`src/rtl/tmr10_pkg.sv`:
```
package tmr10_pkg;

    typedef enum logic [1:0] {
        ST_STOP = 2'd0,
        ST_RUN  = 2'd1,
        ST_HOLD = 2'd2
    } run_state_e;

    typedef enum logic [1:0] {
        MD_CMP   = 2'b00,
        MD_UNDEF = 2'b01,
        MD_PWM   = 2'b10,
        MD_TMR   = 2'b11
    } tmr_mode_e;

    typedef enum logic [1:0] {
        OA_KEEP   = 2'b00,
        OA_LOW    = 2'b01,
        OA_HIGH   = 2'b10,
        OA_TOGGLE = 2'b11
    } out_act_e;

    typedef enum logic [2:0] {
        SRC_SYS_Q = 3'd0,
        SRC_SYS   = 3'd1,
        SRC_HI_A  = 3'd2,
        SRC_HI_B  = 3'd3,
        SRC_SUB   = 3'd4,
        SRC_SUB2  = 3'd5,
        SRC_EXT_R = 3'd6,
        SRC_EXT_F = 3'd7
    } clk_src_e;

endpackage

```
`src/rtl/tmr_tick_gen.sv`:
```
// Count-tick source: dividers restart while the timer is stopped.
// Divider ratios must be powers of two.
module tmr_tick_gen
    import tmr10_pkg::*;
#(
    parameter int SYS_DIV  = 4,
    parameter int HI_DIV_A = 16,
    parameter int HI_DIV_B = 64
) (
    input  logic       clk,
    input  logic       rst_n,
    input  logic       restart,
    input  logic [2:0] src_sel,
    input  logic       fh_tick,
    input  logic       sub_tick,
    input  logic       ext_in,
    output logic       tick
);
    localparam int SYS_W = $clog2(SYS_DIV);
    localparam int HA_W  = $clog2(HI_DIV_A);
    localparam int HB_W  = $clog2(HI_DIV_B);

    logic [SYS_W-1:0] sys_q;
    logic [HB_W-1:0]  fh_q;
    logic [2:0]       ext_q;   // [0] first sync, [1] second sync, [2] previous
    logic             ext_rise, ext_fall;

    always_ff @(posedge clk or negedge rst_n) begin
        if (!rst_n) begin
            sys_q <= '0;
            fh_q  <= '0;
        end else if (restart) begin
            sys_q <= '0;
            fh_q  <= '0;
        end else begin
            sys_q <= sys_q + 1'b1;
            if (fh_tick) fh_q <= fh_q + 1'b1;
        end
    end

    always_ff @(posedge clk or negedge rst_n) begin
        if (!rst_n) ext_q <= '0;
        else        ext_q <= {ext_q[1:0], ext_in};
    end

    assign ext_rise = ext_q[1] & ~ext_q[2];
    assign ext_fall = ~ext_q[1] & ext_q[2];

    always_comb begin
        unique case (clk_src_e'(src_sel))
            SRC_SYS_Q:          tick = (sys_q == SYS_W'(SYS_DIV - 1));
            SRC_SYS:            tick = 1'b1;
            SRC_HI_A:           tick = fh_tick && (fh_q[HA_W-1:0] == {HA_W{1'b1}});
            SRC_HI_B:           tick = fh_tick && (fh_q == {HB_W{1'b1}});
            SRC_SUB, SRC_SUB2:  tick = sub_tick;
            SRC_EXT_R:          tick = ext_rise;
            SRC_EXT_F:          tick = ext_fall;
            default:            tick = 1'b0;
        endcase
    end
endmodule

```
`src/rtl/tmr_cmp.sv`:
```
// Comparator pair: coarse P value against the top counter bits, fine A value.
module tmr_cmp #(
    parameter int CNT_W = 10,
    parameter int PER_W = 3
) (
    input  logic [CNT_W-1:0] cnt,
    input  logic [PER_W-1:0] per_val,
    input  logic [CNT_W-1:0] a_val,
    output logic             p_last,
    output logic             a_hit,
    output logic             p_duty,
    output logic             a_duty
);
    localparam int LOW_W = CNT_W - PER_W;

    logic [CNT_W-1:0] p_end;
    logic [CNT_W:0]   p_bound;

    // Zero P wraps to the all-ones count, i.e. plain overflow.
    assign p_end   = {per_val, {LOW_W{1'b0}}} - 1'b1;
    assign p_bound = (per_val == '0) ? {1'b1, {CNT_W{1'b0}}}
                                     : {1'b0, per_val, {LOW_W{1'b0}}};

    assign p_last = (cnt == p_end);
    assign a_hit  = (cnt == a_val);
    assign p_duty = ({1'b0, cnt} < p_bound);
    assign a_duty = (cnt < a_val);
endmodule

```
`src/rtl/pwm_timer10.sv`:
```
module pwm_timer10
    import tmr10_pkg::*;
#(
    parameter int CNT_W    = 10,
    parameter int PER_W    = 3,
    parameter int SYS_DIV  = 4,
    parameter int HI_DIV_A = 16,
    parameter int HI_DIV_B = 64
) (
    input  logic             clk,
    input  logic             rst_n,
    input  logic             run,
    input  logic             pause,
    input  logic [1:0]       mode,
    input  logic [1:0]       out_fn,
    input  logic             init_lvl,
    input  logic             pol,
    input  logic             dpx,
    input  logic             clr_sel,
    input  logic [2:0]       src_sel,
    input  logic             fh_tick,
    input  logic             sub_tick,
    input  logic             ext_in,
    input  logic [PER_W-1:0] per_val,
    input  logic [CNT_W-1:0] a_val,
    input  logic [1:0]       flag_clr,
    output logic             pin,
    output logic             a_flag,
    output logic             p_flag
);
    localparam int LOW_W = CNT_W - PER_W;

    run_state_e       state_q, state_d;
    logic [CNT_W-1:0] cnt_q;
    logic             out_q, a_flag_q, p_flag_q;
    logic             tick, step, clr_on_a, clr_now, is_pwm;
    logic             p_last, a_hit, p_duty, a_duty, duty_on;

    tmr_tick_gen #(
        .SYS_DIV (SYS_DIV),
        .HI_DIV_A(HI_DIV_A),
        .HI_DIV_B(HI_DIV_B)
    ) i_tick (
        .clk     (clk),
        .rst_n   (rst_n),
        .restart (state_q == ST_STOP),
        .src_sel (src_sel),
        .fh_tick (fh_tick),
        .sub_tick(sub_tick),
        .ext_in  (ext_in),
        .tick    (tick)
    );

    tmr_cmp #(.CNT_W(CNT_W), .PER_W(PER_W)) i_cmp (
        .cnt    (cnt_q),
        .per_val(per_val),
        .a_val  (a_val),
        .p_last (p_last),
        .a_hit  (a_hit),
        .p_duty (p_duty),
        .a_duty (a_duty)
    );

    // ---------------- state register ----------------
    always_ff @(posedge clk or negedge rst_n) begin
        if (!rst_n) state_q <= ST_STOP;
        else        state_q <= state_d;
    end

    always_comb begin
        state_d = state_q;
        unique case (state_q)
            ST_STOP: if (run) state_d = pause ? ST_HOLD : ST_RUN;   // STOP_TO_HOLD / STOP_TO_RUN
            ST_RUN:  if (!run) state_d = ST_STOP;                   // ANY_TO_STOP
                     else if (pause) state_d = ST_HOLD;             // RUN_TO_HOLD
            ST_HOLD: if (!run) state_d = ST_STOP;                   // ANY_TO_STOP
                     else if (!pause) state_d = ST_RUN;             // HOLD_TO_RUN
            default: state_d = ST_STOP;
        endcase
    end

    // ---------------- outputs of the state machine ----------------
    assign is_pwm   = (tmr_mode_e'(mode) == MD_PWM);
    assign clr_on_a = is_pwm ? dpx : clr_sel;
    assign clr_now  = clr_on_a ? a_hit : p_last;
    assign step     = (state_q == ST_RUN) && tick;
    assign duty_on  = dpx ? p_duty : a_duty;

    always_ff @(posedge clk or negedge rst_n) begin
        if (!rst_n) begin
            cnt_q <= '0;
            out_q <= 1'b0;
        end else begin
            unique case (state_q)
                ST_STOP: begin
                    cnt_q <= '0;
                    out_q <= init_lvl;
                end
                ST_RUN: if (tick) begin
                    cnt_q <= clr_now ? '0 : cnt_q + 1'b1;
                    if (a_hit && tmr_mode_e'(mode) == MD_CMP) begin
                        unique case (out_act_e'(out_fn))
                            OA_KEEP:   out_q <= out_q;
                            OA_LOW:    out_q <= 1'b0;
                            OA_HIGH:   out_q <= 1'b1;
                            OA_TOGGLE: out_q <= ~out_q;
                        endcase
                    end
                end
                ST_HOLD: cnt_q <= cnt_q;
                default: cnt_q <= '0;
            endcase
        end
    end

    always_ff @(posedge clk or negedge rst_n) begin
        if (!rst_n) begin
            a_flag_q <= 1'b0;
            p_flag_q <= 1'b0;
        end else begin
            if (step && a_hit)                 a_flag_q <= 1'b1;
            else if (flag_clr[0])              a_flag_q <= 1'b0;
            if (step && p_last && !clr_on_a)   p_flag_q <= 1'b1;
            else if (flag_clr[1])              p_flag_q <= 1'b0;
        end
    end

    assign pin    = ((is_pwm && state_q != ST_STOP) ? (duty_on ? init_lvl : ~init_lvl) : out_q) ^ pol;
    assign a_flag = a_flag_q;
    assign p_flag = p_flag_q;

    // ---------------- assertions ----------------
    AST_STOP_ZERO: assert property (@(posedge clk) disable iff (!rst_n)
        (state_q == ST_STOP) |=> (cnt_q == '0));
    AST_HOLD_FROZEN: assert property (@(posedge clk) disable iff (!rst_n)
        (state_q == ST_HOLD) |=> $stable(cnt_q));
    AST_PERIOD_END: assert property (@(posedge clk) disable iff (!rst_n)
        (step && !clr_on_a && cnt_q == {per_val, {LOW_W{1'b0}}} - 1'b1) |=> (cnt_q == '0));
    AST_NO_P_ON_A: assert property (@(posedge clk) disable iff (!rst_n)
        (step && clr_on_a) |=> !$rose(p_flag_q));
    AST_FLAG_STICKY: assert property (@(posedge clk) disable iff (!rst_n)
        (a_flag_q && !flag_clr[0]) |=> a_flag_q);
endmodule

```
`config.mk`:
```
export PLATFORM = sky130hd
export DESIGN_NAME = pwm_timer10
export DESIGN_NICKNAME = d
export VERILOG_FILES = /design/src/rtl/tmr10_pkg.sv /design/src/rtl/tmr_tick_gen.sv /design/src/rtl/tmr_cmp.sv /design/src/rtl/pwm_timer10.sv
export SDC_FILE = /design/constraint.sdc
export NUM_CORES = 1
export LEC_CHECK = 0
export BUFFER_PORTS_ARGS = -buffer_cell sky130_fd_sc_hd__buf_4
export CORE_AREA = 2 2 66 68
export CTS_BUF_LIST = sky130_fd_sc_hd__clkbuf_4 sky130_fd_sc_hd__clkbuf_8 sky130_fd_sc_hd__clkbuf_16
export CTS_CLUSTER_SIZE = 12
export DETAILED_ROUTE_END_ITERATION = 7
export DIE_AREA = 0 0 68 70
export PLACE_DENSITY_LB_ADDON = 0.12
export SKIP_CTS_REPAIR_TIMING = 1
export SYNTH_ARGS = -nofsm -noshare
export SYNTH_HDL_FRONTEND = slang
export SYNTH_HIERARCHICAL = 1
export SYNTH_SLANG_ARGS = --single-unit
```
`constraint.sdc`:
```
create_clock -name clk -period 2.1 [get_ports clk]
set_clock_uncertainty 0.15 [all_clocks]
set_input_delay 0.105 -clock clk [delete_from_list [all_inputs] [get_ports clk]]
set_output_delay 0.105 -clock clk [all_outputs]
set_load 0.05 [all_outputs]
```
==> flow_summary.json, run 1 <==
{
  "max-slew-margin-rel_pct": 77.3,
  "setup_viol": 10,
  "finalWorstSetupSlack_ns": -0.530,
  "synth_fa_ha_area_share_pct": 11.9,
  "fillers": 350,
  "grt_usage_pct": 18.9,
  "top_layer_used": "met4",
  "switching_share_pct": 27.3,
  "wl_per_cell_um": 13.5,
  "cts_root_buffer": "clkbuf_8",
  "synth_xor_area_share_pct": 4.92,
  "ioPinCount": 36,
  "rr_startpoint": "cnt_q[9]",
  "tritoncts": "yes",
  "crit_type": "reg -> out",
  "maxSlewViolCount": 0,
  "clock_latency_ns": 0.27,
  "critPathLaunchType": "flip-flop",
  "seq_area_frac_synth_pct": 36.5,
  "htreeDepth": 1,
  "wl_met1_um": 1940,
  "cp.arrival_ns": 2.38,
  "synthSimpleGateAreaFrac_pct": 21.8,
  "p_switching_w": 0.000309,
  "hold_class": "in -> reg",
  "dieArea_sq_um": 4760,
  "postSynthAreaPerCell_sq_um": 8.95,
  "cp-endpoint": "pin",
  "leakagePower_nw": 1.26,
  "synth-main-ff-cell": "dfrtp_1",
  "grt_overflow_total": 0,
  "dp_hpwl_um": 3300,
  "initial_core_util_pct": 43.0,
  "drt_pass1_iterations": 4,
  "fin_crit_ns": 2.63,
  "synth-edff-count": 0,
  "synthesis.area_sq_um": 1780,
  "rows": 24,
  "r2r_slack_ns": -0.15,
  "areaGrowthSynthToFinish_pct": 52.2,
  "fmax_ghz": 0.380,
  "fin_setup_tns_ns": -1.19,
  "die_y_um": 70,
  "drt-total-wl_um": 4460,
  "crit_fanout": 2,
  "final.period_utilization_pct": 125,
  "io_buffers": 35,
  "syn-num-nets": 249,
  "peakVddDrop_mv": 0.207,
  "whs_ns": 0.00975,
  "final_util_pct": 65.4,
  "p_int_w": 0.000823,
  "clkSinkCount": 26,
  "power.share.clock_pct": 29.3,
  "async_flop_share_pct": 100,
  "violations": "setup timing",
  "crit_required_ns": 1.85,
  "n_antenna_cell": 0,
  "nets": 329,
  "pwr_density_cell_nw_per_um2": 417,
  "grt_pass1_vias": 1694,
  "synth.distinct_cells": 45,
  "grt_pass1_wl_um": 7020,
  "ant_nets": 0,
  "syn_inst": 199,
  "die_w_um": 68,
  "pre_cts_ws_ns": -0.226,
  "cts.clk_slew.worst_paths_ns": 0.09,
  "antenna_found_initial": 0,
  "drtIter0Drc": 74,
  "r2r_cells": 10,
  "drcViolationCount": 0,
  "dr_wl_met2_um": 2300,
  "drive_gt1_share_pct": 38.8,
  "fin_total_pwr_w": 0.00113,
  "core_sq_um": 4140,
  "worst_slew_pin_slew_ns": 0.332,
  "p_seq_share_pct": 46.9,
  "via_count": 1735,
  "hold_viol_final": 0,
  "grt_max_degree": 27,
  "clk_path_buf_depth": 2,
  "endpoint_kind": "primary output",
  "rsz0062_at_grt": "true",
  "synth_top_family_by_area": "simple AND/OR/NAND/NOR gates",
  "synth_compound_area_share_pct": 18.5,
  "comb_power_share_pct": 23.7,
  "globalplace.congestion": 0.890,
  "crit_path_start": "cnt_q[5]",
  "ys.warnings.count": 6,
  "routed_via_density": 5.26,
  "r2r-end": "cnt_q[3]",
  "status": "complete, but fails checks",
  "synth_mux_area_share_pct": 1.12,
  "drv_cap": 0,
  "routed-wl-met3_um": 183,
  "synth-seq-cells": 26,
  "cts_buffers": 3
}
-- power by group through the flow --
| stage | clock network (W) | logic (W) | registers, W |
|---|---|---|---|
| floorplan | 0 | 0.000120 | 0.000538 |
| global placement | 0 | 0.000227 | 0.000538 |
| detailed placement | 0 | 0.000230 | 0.000539 |
| CTS | 0.000335 | 0.000231 | 0.000529 |
| global route | 0.000357 | 0.000297 | 0.000534 |
| finish | 0.000332 | 0.000269 | 0.000531 |
-- registers in the layout (all words and copies together) (netlist names) --
register	count
a_flag	1
cnt_q	10
i_tick/sys_q	2
i_tick/fh_q	6
p_flag	1
i_tick/ext_q	3
out_q	1
state_q	2
-- synthesized netlist by cell type (5+ instances only) --
| cell type | number | area [sq um] |
|---|---|---|
| inv_1 | 21 | 78.8 |
| nand3_1 | 12 | 60.1 |
| nand2_1 | 27 | 101 |
| xnor2_1 | 5 | 43.8 |
| ha_1 | 17 | 213 |
| nor2_1 | 9 | 33.8 |
| o21ai_0 | 11 | 55.1 |
| dfrtp_1 | 26 | 651 |
| nand2b_1 | 6 | 37.5 |
| xor2_1 | 5 | 43.8 |
| a21oi_1 | 8 | 40.0 |
-- placed cells by master, fill, tap and decap left out, types with 3 or more instances in the layout --
| cell | n |
|---|---|
| nor2_1 | 9 |
| nand2b_1 | 6 |
| ha_1 | 12 |
| buf_6 | 4 |
| inv_1 | 21 |
| clkbuf_8 | 4 |
| o311ai_2 | 3 |
| o21ai_1 | 3 |
| nand4_1 | 4 |
| o21ai_0 | 7 |
| a21oi_1 | 5 |
| or3_1 | 3 |
| dlygate4sd3_1 | 7 |
| nand3_1 | 11 |
| dfrtp_1 | 24 |
| a21oi_2 | 4 |
| ha_4 | 5 |
| buf_4 | 66 |
| nand2_1 | 26 |
| xor2_1 | 5 |
| xnor2_1 | 3 |
-- per-layer routing --
| layer | vias up | global-route usage, % |
|---|---|---|
| met5 | - | 0 |
| met4 | 0 | 5.56 |
| met3 | 2 | 2.42 |
| met2 | 44 | 33.8 |
| met1 | 824 | 22.9 |
| li1 | 865 | - |
-- final cells by class --
class,count,area (sq um),share of cell area (%)
sequential,26,653,24.1
timing repair buffer,77,611,22.5
inverter,21,78.8,2.91
multi-input combinational,150,1250,46.1
clock buffer,4,55.1,2.03
tap,52,65.1,2.40
-- how the worst min path moves through the flow --
stage,endpoint,cells past startpoint,from,slack [ns]
floorplan,a_flag,0,rst_n,-0.34
global placement,i_tick/fh_q[3],1,rst_n,-0.11
detailed placement,i_tick/fh_q[3],1,rst_n,-0.11
CTS,i_tick/fh_q[3],1,rst_n,-0.41
global route,i_tick/fh_q[0],3,fh_tick,0.03
finish,i_tick/fh_q[0],3,fh_tick,0.01
-- per-stage QoR --
stage | cells | area [sq um]
2_1_floorplan | 199 | 1830
3_3_place_gp | 314 | 2360
3_5_place_dp | 314 | 2360
4_1_cts | 318 | 2420
5_1_grt | 330 | 2710
6_report | 330 | 2710
-- kinds of logic after synthesis --
logic type,count (synthesis)
simple gates,76
compound gates,45
flops,26
buf+inv,23
fa+ha+maj,17
xor+xnor,10
mux,2
-- worst max-delay path: stages (launching register included) --
cell and delay, ns:
dfrtp_1 0.39, ha_1 0.31, nand4_1 0.12, a21oi_1 0.13, a211oi_1 0.07, o21ba_1 0.19, mux2i_1 0.21, xnor2_1 0.15
nand2_1 0.12, o21ai_4 0.12, xnor2_4 0.14, buf_6 0.17
Note: power is estimated with default switching activity, not from simulation.
==> run 2, diff against run 1 <==
--- a/config.mk
+++ b/config.mk
@@ -11,7 +11,7 @@
 export CTS_CLUSTER_SIZE = 12
 export DETAILED_ROUTE_END_ITERATION = 7
 export DIE_AREA = 0 0 68 70
-export PLACE_DENSITY_LB_ADDON = 0.12
+export PLACE_DENSITY = 0.69
 export SKIP_CTS_REPAIR_TIMING = 1
 export SYNTH_ARGS = -nofsm -noshare
 export SYNTH_HDL_FRONTEND = slang
==> flow_summary.json, run 2 (synthesis gave the netlist of run 1 again) <==
{
  "cts_buffers": 3,
  "hold_viol_final": 1,
  "drt_pass1_iterations": 4,
  "endpoint_kind": "primary output",
  "routed_via_density": 5.34,
  "via_count": 1761,
  "grt_pass1_wl_um": 6910,
  "pwr_density_cell_nw_per_um2": 396,
  "layout_common_cells": "buf_4, nand2_1, dfrtp_1, inv_1, nand3_1",
  "rsz0062_at_grt": "true",
  "drive_gt1_share_pct": 39.9,
  "tritoncts": "yes",
  "die_w_um": 68,
  "path_buf_inv": 1,
  "grt_max_degree": 27,
  "nets": 330,
  "io_buffers": 35,
  "global_route.usage.met2_pct": 30.5,
  "initial_core_util_pct": 43.0,
  "grt_overflow_total": 0,
  "dieArea_sq_um": 4760,
  "whs_ns": -0.0211,
  "globalplace.congestion": 0.778,
  "r2r_slack_ns": -0.10,
  "htreeDepth": 1,
  "cp.arrival_ns": 2.40,
  "crit_slowest_cell": "dfrtp_1",
  "clock_latency_ns": 0.27,
  "finalWorstSetupSlack_ns": -0.551,
  "drt-total-wl_um": 4510,
  "n_antenna_cell": 0,
  "violations": "hold timing, setup timing",
  "cts.clk_slew.worst_paths_ns": 0.09,
  "fmax_ghz": 0.377,
  "cts_root_buffer": "clkbuf_8",
  "crit_required_ns": 1.85,
  "final.period_utilization_pct": 126,
  "setup_viol": 5,
  "clk_path_buf_depth": 2,
  "critPathLaunchType": "flip-flop",
  "r2r_cells": 9,
  "cp_slowest_stage_delay_ns": 0.42,
  "grt_pass1_vias": 1559,
  "core_sq_um": 4140,
  "ant_nets": 0,
  "drv_cap": 0,
  "fin_crit_ns": 2.65,
  "ioPinCount": 36,
  "leakagePower_nw": 1.27,
  "layout_commonest_cell": "buf_4",
  "top_usage_layer": "met2",
  "rows": 24,
  "fillers": 344,
  "dp_hpwl_um": 3160,
  "crit_type": "reg -> out",
  "met3_usage_pct": 4.03,
  "areaGrowthSynthToFinish_pct": 55.0,
  "r2r-end": "cnt_q[7]",
  "crit_path_start": "cnt_q[5]",
  "grt_usage_pct": 18.4,
  "met1_usage_pct": 25.3,
  "max-slew-margin-rel_pct": 77.3,
  "regMostFlops": "cnt_q",
  "status": "complete, but fails checks",
  "largest_reg_flops": 10,
  "fin_total_pwr_w": 0.00109,
  "wl_per_cell_um": 13.7,
  "clkSinkCount": 26,
  "cp-endpoint": "pin",
  "peakVddDrop_mv": 0.426,
  "cp.depth": 11,
  "top_regs": "cnt_q (10), i_tick/fh_q (6), i_tick/ext_q (3)",
  "drtIter0Drc": 53,
  "crit_family": "compound AO/OA/AOI/OAI gates",
  "pre_cts_ws_ns": -0.256,
  "worst_slew_pin_slew_ns": 0.337,
  "rr_startpoint": "cnt_q[9]",
  "maxSlewViolCount": 0,
  "die_y_um": 70,
  "hold_class": "in -> reg",
  "antenna_found_initial": 0,
  "drcViolationCount": 0,
  "cp_cell_sequence": "ha_4 > nand4_1 > a21oi_2 > a211oi_2 > o21ba_1 > mux2i_1 > xnor2_1 > nand2_1 > o21ai_4 > xnor2_4 > buf_6",
  "crit_fanout": 2
}
==> run 2: area by class of cell <==
class                           instances  area, sq um  area share (%)
Sequential cell                        26          653            23.7
Timing Repair Buffer                   78          619            22.4
Multi-Input combinational cell        150         1300            47.2
Inverter                               21         78.8            2.85
Clock buffer                            3         41.3            1.50
Tap cell                               52         65.1            2.36
==> run 2: how the worst min path moves through the flow <==
stage,from,endpoint,slack (ns),cells past startpoint
3_3_place_gp,rst_n,i_tick/fh_q[5],-0.11,1
4_1_cts,rst_n,i_tick/fh_q[5],-0.41,1
6_report,flag_clr[0],a_flag,-0.02,3
3_5_place_dp,rst_n,i_tick/fh_q[5],-0.11,1
2_1_floorplan,rst_n,a_flag,-0.34,0
5_1_grt,flag_clr[0],a_flag,-0.004,3
==> run 2: worst min-delay path, cell delays in order <==
cell and delay (ns):
buf_4 0.11, inv_1 0.04, a32o_1 0.11
==> run 2: per-layer routing <==
metal,wire [um],share of wire (%)
met3,223,4.9
met1,1920,43
met2,2330,52
met4,35,0.78
met5,0,0
==> run 2: per-stage QoR <==
stage | cells | util [%] | hold WS, ns | setup TNS, ns | cell area [sq um]
floorplan | 199 | - | -0.341 | -0.272 | 1830
CTS | 318 | 58.2 | -0.414 | -1.63 | 2410
global placement | 315 | 57.2 | -0.114 | -1.02 | 2370
finish | 330 | 66.6 | -0.0211 | -0.813 | 2760
global route | 330 | 66.6 | -0.00353 | -1.72 | 2760
detailed placement | 315 | 57.2 | -0.112 | -1.24 | 2370
==> run 2: report_power, final <==
part           total, W  leakage (nW)  internal (W)  switching [W]
Clock          0.000284        0.0216      0.000129       0.000155
Sequential     0.000531         0.345      0.000517      0.0000145
Combinational  0.000278         0.900      0.000142       0.000136
Total           0.00109          1.27      0.000787       0.000306
==> run 3, diff against run 2 <==
==> constraint.sdc (replaced) <==
create_clock -name clk -period 2.1 [get_ports clk]
set_clock_uncertainty 0.15 [all_clocks]
set_input_delay 0.105 -clock clk [delete_from_list [all_inputs] [get_ports clk]]
set_output_delay 0.105 -clock clk [all_outputs]
set_load 0.02 [all_outputs]
==> flow_summary.json, run 3 (synthesis gave the netlist of run 1 again) <==
{
  "status": "complete, but fails checks",
  "violations": "setup timing",
  "switching_share_pct": 24.1,
  "clk_path_buf_depth": 2,
  "core_sq_um": 4140,
  "power.share.clock_pct": 34.6,
  "cp_cell_sequence": "ha_4 > nand4_1 > a21oi_1 > a211oi_1 > o21ba_1 > mux2i_2 > xnor2_1 > nand2_1 > o21ai_2 > xnor2_2 > buf_4",
  "crit_slowest_cell": "dfrtp_1",
  "max-slew-margin-rel_pct": 75.1,
  "grt_pass1_wl_um": 6290,
  "nets": 328,
  "dieArea_sq_um": 4760,
  "drtIter0Drc": 83,
  "cts.clk_slew.worst_paths_ns": 0.09,
  "dp_cells": 313,
  "htreeDepth": 1,
  "leakagePower_nw": 1.25,
  "finalWorstSetupSlack_ns": -0.437,
  "fin_crit_ns": 2.54,
  "ant_nets": 0,
  "ioPinCount": 36,
  "regMostFlops": "cnt_q",
  "peakVddDrop_mv": 0.505,
  "n_antenna_cell": 0,
  "hold_viol_final": 0,
  "drt-total-wl_um": 4230,
  "maxSlewViolCount": 0,
  "rsz0062_at_grt": "true",
  "grt_max_degree": 27,
  "wl_per_cell_um": 12.8,
  "p_seq_share_pct": 44.6,
  "crit_type": "reg -> out",
  "largest_reg_flops": 10,
  "critPathLaunchType": "flip-flop",
  "p_int_w": 0.000903,
  "grt_usage_pct": 16.9,
  "stdcell_count": 329,
  "p_switching_w": 0.000286,
  "final.period_utilization_pct": 121,
  "via_count": 1692,
  "worst_slew_pin_slew_ns": 0.373,
  "antenna_found_initial": 0,
  "drt_pass1_iterations": 4,
  "crit_fanout": 3,
  "layout_commonest_cell": "buf_4",
  "io_buffers": 35,
  "endpoint_kind": "primary output",
  "grt_pass1_vias": 1483,
  "drive_gt1_share_pct": 37.2,
  "fin_setup_tns_ns": -1.70,
  "fmax_ghz": 0.394,
  "globalplace.congestion": 0.770,
  "cts_buffers": 3,
  "layout_common_cells": "buf_4, nand2_1, dfrtp_1, inv_1",
  "rows": 24,
  "routed_via_density": 5.14,
  "pre_cts_ws_ns": -0.187,
  "cp_slowest_stage_delay_ns": 0.42,
  "die_w_um": 68,
  "initial_core_util_pct": 43.0,
  "grt_overflow_total": 0,
  "crit_required_ns": 1.85,
  "cts_root_buffer": "clkbuf_8",
  "clkSinkCount": 26,
  "dp_hpwl_um": 3140,
  "areaGrowthSynthToFinish_pct": 50.4,
  "setup_viol": 11,
  "final_util_pct": 64.6,
  "tritoncts": "yes",
  "die_y_um": 70,
  "drcViolationCount": 0,
  "comb_power_share_pct": 20.8,
  "hold_class": "in -> reg",
  "drv_cap": 0,
  "top_regs": "cnt_q (10), i_tick/fh_q (6), i_tick/ext_q (3)",
  "cp.arrival_ns": 2.28,
  "pwr_density_cell_nw_per_um2": 444,
  "clock_latency_ns": 0.27
}
## run 3: cell count changes in the layout (fill, tap and decap cells not counted), moves of 2 or more
| cell | delta |
|---|---|
| xnor2_1 | +2 |
| a21oi_2 | -2 |
| xnor2_4 | -2 |
| o21ai_2 | +2 |
| a21oi_1 | +3 |
| buf_6 | -5 |
| o21ai_1 | -3 |
| o21ai_0 | +2 |
| a211oi_1 | +2 |
## run 3: cell type report
class | count | area [sq um]
clock buffers | 3 | 41.3
clock inverters | 1 | 30.0
fillers | 344 | 1470
inverters | 21 | 78.8
multi-input cells | 150 | 1210
flip-flops and latches | 26 | 654
well taps | 52 | 65.1
repair buffers | 76 | 601
## run 3: power groups by stage
stage	registers, W	clock network, W	logic [W]
6_report	0.000531	0.000411	0.000247
5_1_grt	0.000533	0.000444	0.000272
4_1_cts	0.000528	0.000424	0.000218
3_5_place_dp	0.000538	0	0.000217
3_3_place_gp	0.000537	0	0.000213
2_1_floorplan	0.000538	0	0.000103
## run 3: metal layers
metal	routed length, um	part of all wire [%]	track usage (%)
met4	14	0.33	2.44
met3	96	2.3	3.38
met1	1960	46	23.6
met2	2160	51	27.6
met5	0	0	0
## run 3: final timing paths
check | depth (start not counted) | endpoint | slack [ns] | from
setup / recovery | 11 | pin | -0.44 | cnt_q[4]
hold / removal | 3 | i_tick/fh_q[1] | 0.007 | fh_tick
setup reg to reg | 11 | cnt_q[9] | -0.18 | cnt_q[8]
hold reg to reg | 0 | i_tick/ext_q[1] | 0.21 | i_tick/ext_q[0]
max in group asynchronous | 2 | cnt_q[7] | 1.41 | rst_n
min in group asynchronous | 2 | i_tick/fh_q[5] | 0.12 | rst_n
## run 3: worst max-delay path, delay by kind of cell (launching register included)
kind / cells / cell delay, ns
XOR/XNOR: 2 / 0.29
AO/OA/AOI/OAI: 4 / 0.48
buffers and inverters: 1 / 0.15
flip-flops: 1 / 0.42
multiplexers: 1 / 0.18
adder cells (fa/ha/maj): 1 / 0.29
AND/OR/NAND/NOR: 2 / 0.20
## run 3: per-stage QoR
stage / total power (W) / area (sq um) / hold slack (ns)
after floorplan: 0.000641 / 1810 / -0.341
after global placement: 0.000751 / 2350 / -0.120
after detailed placement: 0.000755 / 2350 / -0.119
after CTS: 0.00117 / 2430 / -0.418
after global routing: 0.00125 / 2680 / 0.0383
final: 0.00119 / 2680 / 0.00737
